File: src/rtl/prog_clk_div_pkg.sv
package prog_clk_div_pkg;
  localparam int unsigned MIN_PERIOD = 2;
endpackage

File: src/rtl/pcd_cfg.sv
// Shadow and active settings; shadow moves to active at a period boundary.
module pcd_cfg
  import prog_clk_div_pkg::*;
#(
  parameter int unsigned W        = 12,
  parameter int unsigned DEF_PER  = 4,
  parameter int unsigned DEF_HIGH = 2
) (
  input  logic         clk_i,
  input  logic         rst_ni,
  input  logic         load_i,
  input  logic [W-1:0] period_i,
  input  logic [W-1:0] high_i,
  input  logic         wrap_i,
  output logic [W-1:0] act_per_o,
  output logic [W-1:0] act_high_o,
  output logic [W-1:0] nxt_high_o,
  output logic         pend_o
);
  logic [W-1:0] per_c, high_c;
  logic [W-1:0] shd_per_q, shd_high_q, act_per_q, act_high_q;
  logic         pend_q;

  always_comb begin
    per_c  = (period_i < W'(MIN_PERIOD)) ? W'(MIN_PERIOD) : period_i;
    high_c = (high_i > per_c) ? per_c : high_i;
  end

  always_ff @(posedge clk_i or negedge rst_ni) begin
    if (!rst_ni) begin
      shd_per_q  <= W'(DEF_PER);
      shd_high_q <= W'(DEF_HIGH);
      pend_q     <= 1'b0;
    end else if (load_i) begin
      shd_per_q  <= per_c;
      shd_high_q <= high_c;
      pend_q     <= 1'b1;
    end else if (wrap_i) begin
      pend_q     <= 1'b0;
    end
  end

  always_ff @(posedge clk_i or negedge rst_ni) begin
    if (!rst_ni) begin
      act_per_q  <= W'(DEF_PER);
      act_high_q <= W'(DEF_HIGH);
    end else if (wrap_i && pend_q) begin
      act_per_q  <= shd_per_q;
      act_high_q <= shd_high_q;
    end
  end

  assign act_per_o  = act_per_q;
  assign act_high_o = act_high_q;
  assign nxt_high_o = pend_q ? shd_high_q : act_high_q;
  assign pend_o     = pend_q;
endmodule

File: src/rtl/pcd_cnt.sv
// Position counter of the cycle currently shown on the outputs.
module pcd_cnt #(
  parameter int unsigned W = 12
) (
  input  logic         clk_i,
  input  logic         rst_ni,
  input  logic [W-1:0] per_i,
  output logic [W-1:0] cnt_o,
  output logic         wrap_o,
  output logic         first_o
);
  logic [W-1:0] cnt_q;
  logic         started_q;

  assign first_o = !started_q;
  assign wrap_o  = first_o || (cnt_q == per_i - 1'b1);

  always_ff @(posedge clk_i or negedge rst_ni) begin
    if (!rst_ni) begin
      cnt_q     <= '0;
      started_q <= 1'b0;
    end else begin
      started_q <= 1'b1;
      cnt_q     <= wrap_o ? '0 : cnt_q + 1'b1;
    end
  end

  assign cnt_o = cnt_q;
endmodule

File: src/rtl/pcd_gen.sv
// Output flops: level, enable and phase marker are all registered.
module pcd_gen #(
  parameter int unsigned W = 12
) (
  input  logic         clk_i,
  input  logic         rst_ni,
  input  logic         wrap_i,
  input  logic         fresh_i,
  input  logic [W-1:0] cnt_i,
  input  logic [W-1:0] high_act_i,
  input  logic [W-1:0] high_nxt_i,
  output logic         div_o,
  output logic         ce_o,
  output logic         ps_o
);
  logic [W:0] cnt_inc;
  logic       div_d;
  logic       div_q, ce_q, ps_q;

  always_comb begin
    cnt_inc = {1'b0, cnt_i} + 1'b1;
    div_d   = wrap_i ? (high_nxt_i != '0) : (cnt_inc < {1'b0, high_act_i});
  end

  always_ff @(posedge clk_i or negedge rst_ni) begin
    if (!rst_ni) begin
      div_q <= 1'b0;
      ce_q  <= 1'b0;
      ps_q  <= 1'b0;
    end else begin
      div_q <= div_d;
      ce_q  <= wrap_i;
      ps_q  <= wrap_i && fresh_i;
    end
  end

  assign div_o = div_q;
  assign ce_o  = ce_q;
  assign ps_o  = ps_q;
endmodule

File: src/rtl/prog_clk_div.sv
module prog_clk_div #(
  parameter int unsigned CNT_W      = 12,
  parameter int unsigned DEF_PERIOD = 4,
  parameter int unsigned DEF_HIGH   = 2
) (
  input  logic             clk_i,
  input  logic             rst_ni,
  input  logic [CNT_W-1:0] period_i,
  input  logic [CNT_W-1:0] high_i,
  input  logic             load_i,
  output logic             div_clk_o,
  output logic             ce_o,
  output logic             phase_start_o
);
  logic [CNT_W-1:0] act_per, act_high, nxt_high, cnt;
  logic             pend, wrap, first;

  pcd_cfg #(.W(CNT_W), .DEF_PER(DEF_PERIOD), .DEF_HIGH(DEF_HIGH)) u_cfg (
    .clk_i      (clk_i),
    .rst_ni     (rst_ni),
    .load_i     (load_i),
    .period_i   (period_i),
    .high_i     (high_i),
    .wrap_i     (wrap),
    .act_per_o  (act_per),
    .act_high_o (act_high),
    .nxt_high_o (nxt_high),
    .pend_o     (pend)
  );

  pcd_cnt #(.W(CNT_W)) u_cnt (
    .clk_i   (clk_i),
    .rst_ni  (rst_ni),
    .per_i   (act_per),
    .cnt_o   (cnt),
    .wrap_o  (wrap),
    .first_o (first)
  );

  pcd_gen #(.W(CNT_W)) u_gen (
    .clk_i      (clk_i),
    .rst_ni     (rst_ni),
    .wrap_i     (wrap),
    .fresh_i    (first || pend),
    .cnt_i      (cnt),
    .high_act_i (act_high),
    .high_nxt_i (nxt_high),
    .div_o      (div_clk_o),
    .ce_o       (ce_o),
    .ps_o       (phase_start_o)
  );
endmodule

File: config.mk
export PLATFORM = sky130hd
export DESIGN_NAME = prog_clk_div
export DESIGN_NICKNAME = d
export VERILOG_FILES = /design/src/rtl/prog_clk_div_pkg.sv /design/src/rtl/pcd_cfg.sv /design/src/rtl/pcd_cnt.sv /design/src/rtl/pcd_gen.sv /design/src/rtl/prog_clk_div.sv
export SDC_FILE = /design/constraint.sdc
export NUM_CORES = 1
export LEC_CHECK = 0
export CORE_MARGIN = 3
export CORE_UTILIZATION = 55
export DETAILED_ROUTE_END_ITERATION = 10
export PLACE_DENSITY_LB_ADDON = 0.3
export SYNTH_ARGS = -nofsm -noshare
export SYNTH_HDL_FRONTEND = slang
export SYNTH_SLANG_ARGS = --single-unit
File: constraint.sdc
create_clock -name clk_i -period 3.09 [get_ports clk_i]
set_input_delay 0.4635 -clock clk_i [delete_from_list [all_inputs] [get_ports clk_i]]
set_output_delay 0.4635 -clock clk_i [all_outputs]
set_load 0.005 [all_outputs]
; ---- Word-level counts from Yosys, hierarchy flattened
; Index checks and enable logic that the tools add are counted.
[totals]
wordCells = 31
in_bits = 27
output_inout_bits = 3
register_bits = 65
[classes]
magnitude_cmp = 3
muxes = 7
add_sub_neg = 3
reduce_logical = 7
eq_ne = 1
[op_table]
columns = op, n
row1 = $mux W12, 4
row2 = $add A12 B1 Y13 const B, 1
row3 = $lt A13 B12 Y1, 1
row4 = $add A12 B1 Y12 const B, 1
row5 = $eq A12 B12 Y1, 1
row6 = $gt A12 B12 Y1, 1
row7 = $lt A12 B2 Y1 const B, 1
row8 = $reduce_bool A12 Y1, 1
row9 = $sub A12 B1 Y12 const B, 1
row10 = $mux W1, 3
row11 = $logic_and A1 B1 Y1, 2
row12 = $logic_or A1 B1 Y1, 2
row13 = $reduce_bool A2 Y1, 1
row14 = $logic_not A1 Y1, 1

; ---- Depth between registers and ports, before layout
[logic_depth]
ltp_word = 5
mapped_depth = 11
ltp_nobuf = 10

; ---- Cells and area by module
; From an unflattened synthesis, not the netlist that was laid out.
[unflattened]
cells_unflattened = 387
area_unflattened_um2 = 4031.4
[modules_own_cells]
columns = module, n_inst, seq_area_each_um2, area_each_um2, cells_per_inst
row1 = pcd_cfg, 1, 1231.2, 2401.1, 186
row2 = pcd_cnt, 1, 325.3, 1054.8, 126
row3 = pcd_gen, 1, 75.1, 569.3, 74
row4 = prog_clk_div, 1, 0.0, 6.3, 1

; ---- Worst setup path after synthesis
; OpenSTA, ideal clock, no wires.
[synth_path]
kind = register to register
start = reg u_cfg.act_per_q[0] (netlist: u_cfg.act_per_o[0])
end = reg u_cfg.act_high_q[0] (netlist: u_cfg.act_high_o[0])
period_less_slack_ns = 2.705
required_time_ns = 2.965
setup_ns = 0.125
arrival_ns = 2.580
path_slack_ns = 0.385
stages_incl_launch_ff = 11
n_path_buf = 2
cell_sequence = dfrtp_1 > inv_1 > ha_1 > or3b_2 > or4_1 > a21oi_2 > o2bb2ai_2 > o31a_1 > buf_6 > buf_8 > mux2_4
[synth_between]
elab_chain_len = 4
[synth_lines]
columns = item, line
row1 = "start, declared", pcd_cfg.sv:21  ; logic [W-1:0] shd_per_q, shd_high_q, act_per_q, act_high_q;
row2 = "start signal, assigned", pcd_cfg.sv:45  ; act_per_q <= W'(DEF_PER);
row3 = "start signal, assigned", pcd_cfg.sv:48  ; act_per_q <= shd_per_q;
row4 = $sub A12 B1 Y12, pcd_cnt.sv:16  ; assign wrap_o = first_o || (cnt_q == per_i - 1'b1);
row5 = $eq A12 B12 Y1, pcd_cnt.sv:16
row6 = $logic_or A1 B1 Y1, pcd_cnt.sv:16
row7 = $logic_and A1 B1 Y1, pcd_cfg.sv:47  ; end else if (wrap_i && pend_q) begin
row8 = "end signal, assigned", pcd_cfg.sv:46  ; act_high_q <= W'(DEF_HIGH);
row9 = "end signal, assigned", pcd_cfg.sv:49  ; act_high_q <= shd_high_q;
row10 = "end, declared", pcd_cfg.sv:21
; Every way passes these cells.
; A chain may end at the register's enable or synchronous reset.

; ---- Worst setup path in the final report
[layout_path]
start = reg u_cfg.act_per_q[0] (netlist: u_cfg.act_per_o[0])
end = reg u_cfg.act_high_q[9] (netlist: u_cfg.act_high_o[9])
; Same word-level chain as after synthesis.

==> results.txt <==
worst min-delay path class: in2async
clock tree sinks: 65
post-DP HPWL: 6230 um
Adder-Cell Fraction of Synth Area: 7.96%
Cells after Synth: 374
Synth Area per Inst: 10.5 um2
core region area: 6870 um2
die height: 90.5 um
top_reg_cell synth: dfrtp_1
Initial Util: 57.2%
CTS tree: done
num ports: 30
Fin Clk Skew: 0.0170 ns
XOR/XNOR share of the synthesized area: 5.79%
n_diodes: 0
commonest non-fill, non-tap cell in the layout: dfrtp_1
Final Hold Viols: 0
share of cells above drive strength 1: 18.6%
maximum clock frequency: 345 MHz
Post-Synth Simple-Gate Area: 16.2%
DRC viols: 0
Placement Rows: 30
Setup crit end kind: flip-flop
share of the synthesized area in the top cell type: 38.8%
Synth area leader: dfrtp_1
final setup TNS: 0 ns
critical path arrival: 3.13 ns
Worst VDD drop: 0.000290 V
MaxCap Viol Count: 0
fraction of registers with async set/reset: 100%
Area Growth Syn to Fin: 17.1%
via/cell ratio: 5.62
worst hold slack: 0.121 ns
Pwr Total: 2.43 mW
P_leak: 2.09 nW
post-synthesis compound-gate area fraction: 11.1%
wire per inst: 16.2 um
largest family of logic cells by synthesized area: simple AND/OR/NAND/NOR gates
hold buffers post-CTS: 0
CTS Buffer Depth: 2
final setup fails: 0
Startpoint Class: flip-flop
final wirelength: 8280 um
Final nets: 462
Distinct cells, synth: 55
worst skew pair latency: 0.34 ns
most frequent cells in the layout: 61 x dfrtp_1, 29 x inv_1, 28 x clkdlybuf4s50_1, 27 x nor2_1, 25 x ha_1
largest net degree at the start of global routing: 66
Die Width: 90.5 um
CP Class: reg2reg
vias in the first global route: 2,841
initial antenna violation count: 0
first-pass GRT wire length: 14,200 um
number of port buffers: 29
top area cells in the synthesized netlist: dfrtp_1 39%, ha_1 8.0%, mux2_4 7.6%
overall routing resource usage: 21.7%
number of synthesized register bits: 65
total CTS buffers: 9
max-slew violation count: 0
post_cts resized: 0
fin crit period: 2.90 ns
clock slew at reported path FFs: 0.08 ns
Cell Area, Synth: 3930 um2
sequential area share after synthesis: 41.5%
PD cells: 529 nW/um2
TritonRoute pass-1 iters: 5
EDFF count, synth: 0
H-tree depth: 3
GP Congestion: 0.902
antenna viol nets, final: 0
crit-path max FO: 24
Setup Fix Bufs, Post-CTS: 0
initial DRC count: 122
Synth Net Count: 426
Root Buffer: clkbuf_8
status: complete, no violations
RSZ-0062 raised after global routing: no
period utilization: 93.9%
Data required, critical path: 3.32 ns
routed via count: 2,870
die area: 8200 um2
post-synthesis mux area share: 12.2%
warning count from the yosys run: 0
GRT overflow: 0
state kept, by name (all words and copies together) (netlist names):
signal	cells
u_gen.ps_o	1
u_gen.div_o	1
u_cfg.shd_high_q	12
u_cnt.started_q	1
u_cnt.cnt_o	12
u_cfg.act_high_o	12
u_cfg.act_per_o	12
u_gen.ce_o	1
u_cfg.pend_o	1
u_cfg.shd_per_q	12
path summary, 6_finish.rpt:
check	slack (ns)	depth (start not counted)	start	to
max	0.19	9	u_cfg.act_per_o[0]	u_cfg.act_high_o[9]
min	0.12	2	rst_ni	u_cfg.act_high_o[5]
max reg2reg	0.19	9	u_cfg.act_per_o[0]	u_cfg.act_high_o[9]
min reg2reg	0.50	1	u_cnt.started_q	u_gen.ps_o
max in group asynchronous	2.64	2	rst_ni	u_cfg.act_high_o[1]
min in group clk_i	0.50	1	u_cnt.started_q	u_gen.ps_o
per-layer routing:
metal	part of all wire, %	wire, um	up-vias	global-route usage, %
met5	0	0	-	0
met4	2.0	163	0	7.53
met3	4.4	361	15	5.00
met2	47	3920	83	33.5
met1	46	3830	1364	30.2
li1	-	-	1408	-
cell usage after synthesis (2+ instances only):
library cell / count
xnor2_1: 16
a31oi_1: 13
nor2_1: 27
nand2_1: 9
nor2b_1: 24
mux2_4: 20
a21o_1: 7
nor4_1: 12
or3_1: 2
o21ai_0: 4
clkbuf_1: 12
and4_1: 2
o21a_1: 4
a211oi_1: 10
a311oi_1: 2
ha_1: 25
nand3b_1: 2
nand3_1: 17
nand2b_1: 3
xor2_1: 10
nand4_1: 6
inv_1: 29
dfrtp_1: 61
buf_8: 2
dfstp_2: 4
a21oi_1: 6
or3b_2: 2
mux2_2: 15
a41o_1: 2
critical path: stages, from the launching register on:
cell,delay [ns]
dfrtp_1,0.43
inv_1,0.08
ha_1,0.21
or3b_2,0.51
or3_1,0.33
a41o_1,0.25
o2bb2ai_2,0.18
o31a_1,0.19
buf_12,0.23
mux2_2,0.35
kinds of logic (layout without fill, tap and decap cells):
family,Yosys count,count (layout)
adders and majority gates,25,25
and+or+nand+nor,115,115
AOI/OAI and AO/OA,60,60
buffers and inverters,46,87
DFF,65,65
other,1,1
xor gates and xnor gates,26,26
muxes,36,36
metrics by stage:
step,util [%],worst slack (ns),std cells,instance area (um2)
finish,67.0,0.188,511,4600
global route,67.0,0.0676,511,4600
CTS,67.0,0.213,511,4600
detailed placement,63.7,-0.0431,495,4380
global placement,63.7,0.0658,495,4380
floorplan,-,0.385,374,3930
layout make-up:
class / count / area, um2
clock buffer: 9 / 124
clock inverter: 7 / 101
fill: 525 / 2270
inverter: 29 / 109
multi-input combinational: 263 / 2090
sequential: 65 / 1630
tap: 96 / 120
timing repair buffer: 42 / 420
power by group:
group	internal [mW]	switching (mW)	total [mW]	leakage [nW]
registers	0.974	0.128	1.10	0.762
logic	0.289	0.225	0.514	1.23
clock network	0.461	0.358	0.819	0.106
Note: power is estimated with default switching activity, not from simulation.
